`src/rtl/fib_cps_pkg.sv`:
```
package fib_cps_pkg;

    localparam int VAL_W = 32;

    // Kind of a stored continuation record.
    typedef enum logic [1:0] {
        CT_TERM        = 2'd0,   // final continuation: deliver the value
        CT_PEND_SECOND = 2'd1,   // holds n: start evaluating n-2 next
        CT_PEND_SUM    = 2'd2    // holds first partial sum: add to value
    } cont_tag_e;

    // Kind of the call held in the call register.
    typedef enum logic {
        CALL_EVAL  = 1'b0,
        CALL_APPLY = 1'b1
    } call_kind_e;

    typedef enum logic [1:0] {
        PH_IDLE = 2'd0,
        PH_RUN  = 2'd1,
        PH_DONE = 2'd2
    } phase_e;

    typedef struct packed {
        cont_tag_e        tag;
        logic [VAL_W-1:0] val;
    } cont_rec_t;

endpackage

```
`src/rtl/fib_cont_stack.sv`:
```
module fib_cont_stack
    import fib_cps_pkg::*;
#(
    parameter int DEPTH = 32
) (
    input  logic                              clk,
    input  logic                              rst_n,
    input  logic                              init_i,
    input  logic                              push_i,
    input  logic                              pop_i,
    input  cont_rec_t                         push_rec_i,
    input  logic [((DEPTH > 1) ? $clog2(DEPTH) : 1)-1:0] push_link_i,
    input  logic [((DEPTH > 1) ? $clog2(DEPTH) : 1)-1:0] rd_addr_i,
    output cont_rec_t                         rd_rec_o,
    output logic [((DEPTH > 1) ? $clog2(DEPTH) : 1)-1:0] rd_link_o,
    output logic [$clog2(DEPTH+1)-1:0]        sp_o
);

    localparam int AW  = (DEPTH > 1) ? $clog2(DEPTH) : 1;
    localparam int SPW = $clog2(DEPTH+1);

    cont_rec_t         rec_mem  [DEPTH];
    logic [AW-1:0]     link_mem [DEPTH];

    logic [SPW-1:0]    sp_d, sp_q;
    logic              wr_en;
    logic [AW-1:0]     wr_addr;
    cont_rec_t         wr_rec;
    logic [AW-1:0]     wr_link;

    always_comb begin
        sp_d    = sp_q;
        wr_en   = 1'b0;
        wr_addr = AW'(sp_q);
        wr_rec  = push_rec_i;
        wr_link = push_link_i;
        if (init_i) begin
            // bottom slot receives the terminal record, one record live
            wr_en   = 1'b1;
            wr_addr = '0;
            wr_rec  = '{tag: CT_TERM, val: '0};
            wr_link = '0;
            sp_d    = SPW'(1);
        end else if (push_i) begin
            wr_en = 1'b1;
            sp_d  = sp_q + SPW'(1);
        end else if (pop_i) begin
            sp_d = sp_q - SPW'(1);
        end
    end

    always_ff @(posedge clk or negedge rst_n) begin
        if (!rst_n) sp_q <= '0;
        else        sp_q <= sp_d;
    end

    always_ff @(posedge clk) begin
        if (wr_en) begin
            rec_mem[wr_addr]  <= wr_rec;
            link_mem[wr_addr] <= wr_link;
        end
    end

    assign rd_rec_o  = rec_mem[rd_addr_i];
    assign rd_link_o = link_mem[rd_addr_i];
    assign sp_o      = sp_q;

    // a read always targets the youngest live record
    assert_pop_top_R7: assert property (@(posedge clk) disable iff (!rst_n)
        pop_i |-> (sp_q != '0) && (rd_addr_i == AW'(sp_q - SPW'(1))));

    // accepting an argument leaves only the terminal record live
    assert_init_base_R7: assert property (@(posedge clk) disable iff (!rst_n)
        init_i |=> (sp_q == SPW'(1)));

    // a push never lands beyond the last slot
    assert_no_overflow_R8: assert property (@(posedge clk) disable iff (!rst_n)
        push_i |-> (sp_q < SPW'(DEPTH)));

    assert_push_pop_excl_R7: assert property (@(posedge clk) disable iff (!rst_n)
        !(push_i && pop_i));

endmodule

```
`src/rtl/fib_call_step.sv`:
```
module fib_call_step
    import fib_cps_pkg::*;
#(
    parameter int AW = 5
) (
    input  call_kind_e          kind_i,
    input  logic [VAL_W-1:0]    num_i,
    input  cont_tag_e           ctag_i,
    input  logic [VAL_W-1:0]    cval_i,
    input  logic [AW-1:0]       ptr_i,
    input  logic [AW-1:0]       free_slot_i,
    input  cont_rec_t           rd_rec_i,
    input  logic [AW-1:0]       rd_link_i,
    output call_kind_e          kind_o,
    output logic [VAL_W-1:0]    num_o,
    output cont_tag_e           ctag_o,
    output logic [VAL_W-1:0]    cval_o,
    output logic [AW-1:0]       ptr_o,
    output logic                push_o,
    output logic                pop_o,
    output cont_rec_t           push_rec_o,
    output logic [AW-1:0]       push_link_o,
    output logic                finish_o
);

    always_comb begin
        kind_o      = kind_i;
        num_o       = num_i;
        ctag_o      = ctag_i;
        cval_o      = cval_i;
        ptr_o       = ptr_i;
        push_o      = 1'b0;
        pop_o       = 1'b0;
        push_rec_o  = '{tag: CT_PEND_SECOND, val: num_i};
        push_link_o = ptr_i;
        finish_o    = 1'b0;

        if (kind_i == CALL_EVAL) begin
            if (num_i <= VAL_W'(2)) begin
                // base case: fetch continuation at ptr and apply it to 1
                pop_o  = 1'b1;
                kind_o = CALL_APPLY;
                num_o  = VAL_W'(1);
                ctag_o = rd_rec_i.tag;
                cval_o = rd_rec_i.val;
                ptr_o  = rd_link_i;
            end else begin
                // remember n, descend into n-1
                push_o     = 1'b1;
                push_rec_o = '{tag: CT_PEND_SECOND, val: num_i};
                kind_o     = CALL_EVAL;
                num_o      = num_i - VAL_W'(1);
                ptr_o      = free_slot_i;
            end
        end else begin
            unique case (ctag_i)
                CT_PEND_SECOND: begin
                    // first half done: remember it, start on n-2
                    push_o     = 1'b1;
                    push_rec_o = '{tag: CT_PEND_SUM, val: num_i};
                    kind_o     = CALL_EVAL;
                    num_o      = cval_i - VAL_W'(2);
                    ptr_o      = free_slot_i;
                end
                CT_PEND_SUM: begin
                    pop_o  = 1'b1;
                    kind_o = CALL_APPLY;
                    num_o  = cval_i + num_i;
                    ctag_o = rd_rec_i.tag;
                    cval_o = rd_rec_i.val;
                    ptr_o  = rd_link_i;
                end
                default: begin
                    finish_o = 1'b1;
                end
            endcase
        end
    end

endmodule

```
`src/rtl/fib_cps_engine.sv`:
```
module fib_cps_engine
    import fib_cps_pkg::*;
#(
    parameter int DEPTH = 32
) (
    input  logic        clk,
    input  logic        rst_n,
    input  logic        in_valid,
    output logic        in_ready,
    input  logic [31:0] in_n,
    output logic        out_valid,
    input  logic        out_ready,
    output logic [31:0] out_fib
);

    localparam int AW  = (DEPTH > 1) ? $clog2(DEPTH) : 1;
    localparam int SPW = $clog2(DEPTH+1);
    localparam logic [VAL_W-1:0] ARG_LIMIT = VAL_W'(DEPTH + 1);

    typedef struct packed {
        phase_e           phase;
        call_kind_e       kind;
        logic [VAL_W-1:0] num;
        cont_tag_e        ctag;
        logic [VAL_W-1:0] cval;
        logic [AW-1:0]    ptr;
        logic [VAL_W-1:0] result;
    } eng_t;

    eng_t state_d, state_q;

    call_kind_e       st_kind;
    logic [VAL_W-1:0] st_num, st_cval;
    cont_tag_e        st_ctag;
    logic [AW-1:0]    st_ptr, st_push_link, rd_link;
    logic             st_push, st_pop, st_finish;
    cont_rec_t        st_push_rec, rd_rec;
    logic [SPW-1:0]   sp;
    logic             run, init_en;

    assign run = (state_q.phase == PH_RUN);

    fib_call_step #(.AW(AW)) u_step (
        .kind_i      (state_q.kind),
        .num_i       (state_q.num),
        .ctag_i      (state_q.ctag),
        .cval_i      (state_q.cval),
        .ptr_i       (state_q.ptr),
        .free_slot_i (AW'(sp)),
        .rd_rec_i    (rd_rec),
        .rd_link_i   (rd_link),
        .kind_o      (st_kind),
        .num_o       (st_num),
        .ctag_o      (st_ctag),
        .cval_o      (st_cval),
        .ptr_o       (st_ptr),
        .push_o      (st_push),
        .pop_o       (st_pop),
        .push_rec_o  (st_push_rec),
        .push_link_o (st_push_link),
        .finish_o    (st_finish)
    );

    fib_cont_stack #(.DEPTH(DEPTH)) u_stack (
        .clk         (clk),
        .rst_n       (rst_n),
        .init_i      (init_en),
        .push_i      (run && st_push),
        .pop_i       (run && st_pop),
        .push_rec_i  (st_push_rec),
        .push_link_i (st_push_link),
        .rd_addr_i   (state_q.ptr),
        .rd_rec_o    (rd_rec),
        .rd_link_o   (rd_link),
        .sp_o        (sp)
    );

    always_comb begin
        state_d = state_q;
        init_en = 1'b0;
        unique case (state_q.phase)
            PH_IDLE: begin
                if (in_valid) begin
                    init_en       = 1'b1;
                    state_d.phase = PH_RUN;
                    state_d.kind  = CALL_EVAL;
                    state_d.num   = (in_n == '0) ? VAL_W'(1) : in_n;
                    state_d.ptr   = '0;
                end
            end
            PH_RUN: begin
                if (st_finish) begin
                    state_d.phase  = PH_DONE;
                    state_d.result = state_q.num;
                end else begin
                    state_d.kind = st_kind;
                    state_d.num  = st_num;
                    state_d.ctag = st_ctag;
                    state_d.cval = st_cval;
                    state_d.ptr  = st_ptr;
                end
            end
            PH_DONE: begin
                if (out_ready) state_d.phase = PH_IDLE;
            end
            default: state_d.phase = PH_IDLE;
        endcase
    end

    always_ff @(posedge clk or negedge rst_n) begin
        if (!rst_n) state_q <= '0;
        else        state_q <= state_d;
    end

    assign in_ready  = (state_q.phase == PH_IDLE);
    assign out_valid = (state_q.phase == PH_DONE);
    assign out_fib   = state_q.result;

    assert_excl_handshake_R1: assert property (@(posedge clk) disable iff (!rst_n)
        !(in_ready && out_valid));

    assert_hold_result_R5: assert property (@(posedge clk) disable iff (!rst_n)
        (out_valid && !out_ready) |=> (out_valid && $stable(out_fib)));

    assert_release_R5: assert property (@(posedge clk) disable iff (!rst_n)
        (out_valid && out_ready) |=> (!out_valid && in_ready));

    assert_zero_as_one_R3: assert property (@(posedge clk) disable iff (!rst_n)
        (in_valid && in_ready && in_n == '0) |=> (state_q.num == VAL_W'(1)));

    assert_arg_limit_R8: assert property (@(posedge clk) disable iff (!rst_n)
        (in_valid && in_ready) |-> (in_n <= ARG_LIMIT));

    assert_busy_blocks_R6: assert property (@(posedge clk) disable iff (!rst_n)
        (in_valid && in_ready) |=> !in_ready);

endmodule

```
`config.mk`:
```
export PLATFORM = sky130hd
export DESIGN_NAME = fib_cps_engine
export DESIGN_NICKNAME = d
export VERILOG_FILES = /design/src/rtl/fib_cps_pkg.sv /design/src/rtl/fib_cont_stack.sv /design/src/rtl/fib_call_step.sv /design/src/rtl/fib_cps_engine.sv
export SDC_FILE = /design/constraint.sdc
export NUM_CORES = 1
export LEC_CHECK = 0
export ABC_AREA = 1
export BUFFER_PORTS_ARGS = -buffer_cell sky130_fd_sc_hd__buf_2
export CAP_MARGIN = 10
export CORE_MARGIN = 4
export CORE_UTILIZATION = 36
export CTS_CLUSTER_SIZE = 16
export DETAILED_ROUTE_END_ITERATION = 10
export PLACE_DENSITY_LB_ADDON = 0.1
export RECOVER_POWER = 100
export SLEW_MARGIN = 30
export SYNTH_ARGS = -nofsm -noshare
export SYNTH_HDL_FRONTEND = slang
export SYNTH_SLANG_ARGS = --single-unit
```
`constraint.sdc`:
```
create_clock -name clk -period 4.2 [get_ports clk]
set_input_delay 0.63 -clock clk [delete_from_list [all_inputs] [get_ports clk]]
set_output_delay 0.63 -clock clk [all_outputs]
set_load 0.05 [all_outputs]
```
==> results of run 1 <==
how the worst max path moves through the flow:
| stage | end | cells after the start | start | slack [ns] |
|---|---|---|---|---|
| global placement | u_stack.rec_mem[20][7]$_DFFE_PP_ | 12 | state_q[71]$_DFFE_PN0P_ | 0.63 |
| CTS | u_stack.rec_mem[3][3]$_DFFE_PP_ | 12 | state_q[71]$_DFFE_PN0P_ | 0.73 |
| global route | u_stack.link_mem[28][4]$_DFFE_PP_ | 12 | state_q[71]$_DFFE_PN0P_ | 0.30 |
| detailed placement | u_stack.link_mem[3][1]$_DFFE_PP_ | 12 | state_q[71]$_DFFE_PN0P_ | 0.76 |
| finish | u_stack.rec_mem[4][26]$_DFFE_PP_ | 7 | state_q[104]$_DFFE_PN0P_ | 0.35 |
| floorplan | u_stack.link_mem[3][0]$_DFFE_PP_ | 6 | state_q[104]$_DFFE_PN0P_ | -0.03 |
routing by layer:
| layer | up-vias | GRT usage |
|---|---|---|
| li1 | 18300 | - |
| met1 | 20300 | 0.309 |
| met2 | 1130 | 0.372 |
| met3 | 235 | 0.0334 |
| met4 | 0 | 0.0617 |
| met5 | - | 0 |
final cells by class:
cell class / instances / area share
Timing Repair Buffer: 244 / 0.0308
Clock inverter: 74 / 0.00957
Multi-Input combinational cell: 3048 / 0.237
Tap cell: 2160 / 0.0408
Sequential cell: 1359 / 0.608
Antenna cell: 1 / 0.0000378
Clock buffer: 195 / 0.0607
Inverter: 239 / 0.0139
logic make-up (layout without fill, tap and decap cells):
| group | count (synthesis) | after routing | synth area share |
|---|---|---|---|
| buf+inv | 576 | 752 | 0.0423 |
| compound gates | 1224 | 1224 | 0.128 |
| xor+xnor | 30 | 30 | 0.00451 |
| flops | 1359 | 1359 | 0.691 |
| fa+ha+maj | 41 | 41 | 0.00907 |
| other cells | 0 | 1 | 0 |
| simple gates | 1753 | 1753 | 0.124 |
power groups by stage:
stage	clock network [uW]	logic [uW]	registers (uW)
after floorplan	0	11000	19100
after global placement	0	18500	19400
after detailed placement	0	18500	19400
after CTS	13000	18600	19100
after global routing	13500	19800	19300
final	12700	18200	19200
registers in the layout, summed over array words and instances (netlist names):
register / flops
state_q: 74
out_fib: 32
u_stack.rec_mem: 1088
u_stack.link_mem: 160
u_stack.sp_o: 5
synth_stat cells, drive strengths merged:
| cell type | number | area (um2) |
|---|---|---|
| a21boi | 1 | 7.51 |
| a21o | 1 | 7.51 |
| a21oi | 60 | 312 |
| a221oi | 1 | 8.76 |
| a22oi | 26 | 195 |
| a31oi | 6 | 52.6 |
| and2 | 3 | 18.8 |
| and3 | 2 | 12.5 |
| buf | 142 | 830 |
| clkbuf | 195 | 733 |
| dfrtp | 111 | 2780 |
| edfxtp | 1248 | 37500 |
| fa | 2 | 40.0 |
| ha | 39 | 488 |
| inv | 239 | 897 |
| nand2 | 527 | 1980 |
| nand3 | 297 | 1570 |
| nand3b | 5 | 37.5 |
| nand4 | 18 | 146 |
| nor2 | 878 | 3330 |
| nor3 | 10 | 55.1 |
| nor3b | 1 | 7.51 |
| nor4 | 7 | 43.8 |
| o211ai | 97 | 728 |
| o21ai | 729 | 3710 |
| o21bai | 2 | 15.0 |
| o221ai | 214 | 1870 |
| o22ai | 77 | 482 |
| o31ai | 9 | 67.6 |
| o32ai | 1 | 8.76 |
| or2 | 5 | 31.3 |
| xnor2 | 2 | 17.5 |
| xor2 | 28 | 245 |
metrics by stage:
stage	power (uW)	setup TNS, ns	instance area [um2]	hold slack (ns)	std cells
after global placement	37800	0	61900	0.464	7037
after global routing	52700	0	66300	0.0718	7319
after CTS	50700	0	66700	0.0372	7313
after detailed placement	37900	0	62000	0.469	7042
final	50000	0	66300	0.0983	7320
after floorplan	30100	-4.33	58200	0.334	4983
worst max-delay path: stages (launching register included):
cell and delay [ns]:
dfrtp_1 0.40, nor2_1 0.08, nand2_1 0.32, clkbuf_1 0.39, clkinvlp_2 0.49, buf_4 0.51, nor2_1 1.06, buf_16 0.26
layout by cell type, fill, tap and decap left out, types with 33 or more instances in the layout:
cell type and instances:
buf_12 33, buf_4 69, o22ai_1 77, o221ai_1 214, o21ai_0 711, clkbuf_16 152
nand2_1 524, buf_2 34, nand3_1 284, clkbuf_2 56, a21oi_1 60, dfrtp_1 106
clkbuf_1 76, nor2_1 830, ha_1 39, o211ai_1 97, inv_1 227, edfxtp_1 1248
timing repair:
action	CTS	global route
endpoints found under the hold margin	91	0
hold buffers	2	0
buffers inserted	0	0
==> flow_summary.ini, run 1 <==
[placement]
hpwlAfterDp_mm = 117
pre_cts_slack_ns = 0.756
gp_congestion = 0.929
port_buffers = 69

[logic_synthesis]
yosysWarnings = 0
ys_seq_area_frac = 0.691
synthCells = 4983
synth_cell_types = 51
synth.avg_cell_area_um2 = 11.7
ys_ff_latch = 1359
synth_area_um2 = 58200
synth_fp_nets = 5060

[timing]
finalHoldViolCount = 0
slew_violations = 230
clock_skew_ns = 0.0393
fmax_mhz = 260
fin_ws_ns = 0.349
timing.final.crit_period_ns = 3.85
rsz0062_at_grt = no
setup_viol = 0
fin_crit_sh = 0.917
worst_pin_slew_ns = 2.83
relSlewSlack = -0.884

[final_layout]
nFillCells = 15300
ff_latch_area_um2 = 40300
multi_input_area_um2 = 15700
drive_above_1_share = 0.0985
nets = 5120
areaGrowthSynthToFinish_pct = 13.8
final_util = 0.413

[clocking]
cts_tree = done
clk_path_buf_depth = 3
root_buffer = clkbuf_16
cts_resized = 0
clkTransAtPathRegs_ns = 0.06
cts_buffers = 151
cts-htree-levels = 4
clk_latency_ns = 0.80
cts_sinks = 1359

[grt]
grt_usage = 0.225
grt_pass1_wl_mm = 279
grt_max_degree = 93
grt-ovfl-total = 0
antenna_found_initial = 6
grt_pass1_vias = 38800

[power]
p_sw_uw = 19900
ir_drop_mv = 0.524
pwr-share-seq = 0.384
leakage_uw = 0.0229
p_clk_frac = 0.253
p_comb_frac = 0.363
internal-power_uw = 30100
power_density_nw_per_um2 = 755
netSwitchingFraction = 0.399

[min_path]
worstHoldStart = in_n[25]
min_to = state_q[96]$_DFFE_PN0P_
min_path_type = primary input to flop
min_path_cells = 3

[worst_setup_path]
crit_type = flop to flop
r2r_slack_ns = 0.35
cp_max_fo = 59
endpoint_kind = flop
required_ns = 4.82
r2r-end = u_stack.rec_mem[4][26]$_DFFE_PP_
reg2reg_depth = 7
start_kind = flop
worstPathArrival_ns = 4.47
reg2reg_from = state_q[104]$_DFFE_PN0P_

[route]
via_per_inst = 5.45
routed-wl-met2_mm = 91.8
maxUsedRoutingLayer = met4
first_iter_violations = 3828
vias = 39900
drt-total-wl_mm = 192
drtAntennaViolNets = 0
post_drt_wl_per_cell_um = 26.2
remaining_drc_errors = 0
drt_first_pass_iters = 6
wl_met3_mm = 9.57
met1Wirelength_mm = 86.0

[floorplanning]
die_area_um2 = 168000
chipHeight_um = 410
fp-row-count = 147
ioPinCount = 70
die_w_um = 410
design.core.area_um2 = 161000
start_util = 0.363

[status]
violations = max-capacitance violations, max-slew violations
status = finished with violations

[flow_run]
max_cap_violations = 4
Note: power is estimated with default switching activity, not from simulation.
==> run 2: changes to the inputs <==
--- a/config.mk
+++ b/config.mk
@@ -8,11 +8,10 @@
 export ABC_AREA = 1
 export BUFFER_PORTS_ARGS = -buffer_cell sky130_fd_sc_hd__buf_2
 export CAP_MARGIN = 10
-export CORE_MARGIN = 4
 export CORE_UTILIZATION = 36
 export CTS_CLUSTER_SIZE = 16
 export DETAILED_ROUTE_END_ITERATION = 10
-export PLACE_DENSITY_LB_ADDON = 0.1
+export PLACE_DENSITY = 0.48
 export RECOVER_POWER = 100
 export SLEW_MARGIN = 30
 export SYNTH_ARGS = -nofsm -noshare
==> constraint.sdc (replaced) <==
create_clock -name clk -period 3.6 [get_ports clk]
set_input_delay 0.54 -clock clk [delete_from_list [all_inputs] [get_ports clk]]
set_output_delay 0.54 -clock clk [all_outputs]
set_load 0.05 [all_outputs]
==> flow_summary.ini, run 2 (synthesis gave the netlist of run 1 again) <==
[power]
leakage_uw = 0.0231
power_density_nw_per_um2 = 889
ir_drop_mv = 0.623
power.total_uw = 59200

[final_layout]
nets = 5163
multi_input_area_um2 = 15600
regMostFlops = u_stack.rec_mem
largest_registers = u_stack.rec_mem: 1088 flops, u_stack.link_mem: 160 flops, state_q: 74 flops
fin_area_um2 = 66600
drive_above_1_share = 0.100
final_cells = 7373
ff_latch_area_um2 = 40300
mostFrequentLayoutCell = edfxtp_1
nFillCells = 15200
largest_reg_flops = 1088
layout_common_cells = edfxtp_1, nor2_1, o21ai_0
areaGrowthSynthToFinish_pct = 14.4

[min_path]
min_path_type = primary input to flop

[route]
remaining_drc_errors = 0
drt-total-wl_mm = 187
drtAntennaViolNets = 0
first_iter_violations = 3673
drt_first_pass_iters = 5
post_drt_wl_per_cell_um = 25.4
vias = 39900
via_per_inst = 5.42

[worst_setup_path]
worstPathArrival_ns = 3.69
crit_type = flop to flop
required_ns = 4.10
crit_slowest_cell = clkbuf_2
cpPeakStageDelay_ns = 0.66
start_kind = flop
crit_chain = nor2_1 > nand2_1 > clkinvlp_2 > buf_12 > buf_12 > nor2_1 > clkbuf_2
cp_max_fo = 28
endpoint_kind = flop

[floorplanning]
chipHeight_um = 404
die_w_um = 404
die_area_um2 = 163000
ioPinCount = 70
start_util = 0.363
fp-row-count = 147
design.core.area_um2 = 161000

[clocking]
cts-htree-levels = 4
cts_sinks = 1359
cts_setup_buffers = 0
cts_buffers = 149
clk_path_buf_depth = 3
cts_resized = 0
cts_tree = done
clk_latency_ns = 0.81
clkTransAtPathRegs_ns = 0.06
root_buffer = clkbuf_16

[grt]
antenna_found_initial = 3
grt_pass1_vias = 39000
grt_max_degree = 127
grt_usage = 0.229
grt-ovfl-total = 0
grt_pass1_wl_mm = 273

[timing]
fmax_mhz = 313
clock_skew_ns = 0.0260
worst_pin_slew_ns = 2.30
fin_crit_sh = 0.886
relSlewSlack = -0.530
finalHoldViolCount = 0
setup_viol = 0
whs_ns = 0.0547
slew_violations = 276
rsz0062_at_grt = no
timing.final.crit_period_ns = 3.19
fin_setup_tns_ns = 0

[placement]
port_buffers = 69
gp_congestion = 0.932
dpl.cell_count = 7071
dpl_cell_area_um2 = 62200
hpwlAfterDp_mm = 115

[status]
violations = max-capacitance violations, max-slew violations
status = finished with violations

[flow_run]
max_cap_violations = 7
-- run 2: worst max-delay path, delay by kind of cell, from the launching register on --
kind	cells	cell delay [ns]
buffers and inverters	4	1.37
DFF	1	0.40
and+or+nand+nor	3	1.06
-- run 2: worst paths after layout --
kind	slack [ns]	start	depth (start not counted)	to
worst max-delay path	0.41	state_q[104]$_DFFE_PN0P_	7	u_stack.rec_mem[28][30]$_DFFE_PP_
worst min-delay path	0.05	in_n[24]	3	state_q[95]$_DFFE_PN0P_
worst max register to register	0.41	state_q[104]$_DFFE_PN0P_	7	u_stack.rec_mem[28][30]$_DFFE_PP_
worst min register to register	0.48	out_fib[4]$_DFFE_PN0P_	2	out_fib[4]$_DFFE_PN0P_
max in group asynchronous	0.73	rst_n	3	out_fib[28]$_DFFE_PN0P_
min in group asynchronous	0.95	rst_n	2	out_fib[10]$_DFFE_PN0P_
-- run 2: metrics by stage --
stage,worst slack (ns),util
CTS,0.709,0.418
finish,0.409,0.415
floorplan,-0.628,-
detailed placement,0.747,0.387
global placement,0.608,0.387
global route,0.243,0.415
-- run 2: where the power goes --
part	leakage, uW	internal [uW]	switching, uW
clock	0.00230	8600	6510
combinational	0.00809	5340	16500
sequential	0.0127	21500	758
-- run 2: final cells by class --
cell class / instances / area share
flip-flops and latches: 1359 / 0.605
multi-input cells: 3048 / 0.234
clock buffers: 189 / 0.0590
well taps: 2160 / 0.0406
repair buffers: 289 / 0.0344
inverters: 239 / 0.0138
clock inverters: 87 / 0.0128
diodes: 2 / 0.0000752
-- run 2: repair_timing --
item | CTS | global route
hold buffers | 21 | 0
hold endpoints to repair | 93 | 0
setup endpoints to repair | 0 | 0
-- run 2: routing by layer --
layer  vias up  GRT usage  routed length (um)
li1      18400          -                   -
met1     20300      0.322               86300
met2      1047      0.370               88100
met3       210     0.0312                8930
met4         0     0.0613                4120
met5         -          0                   0
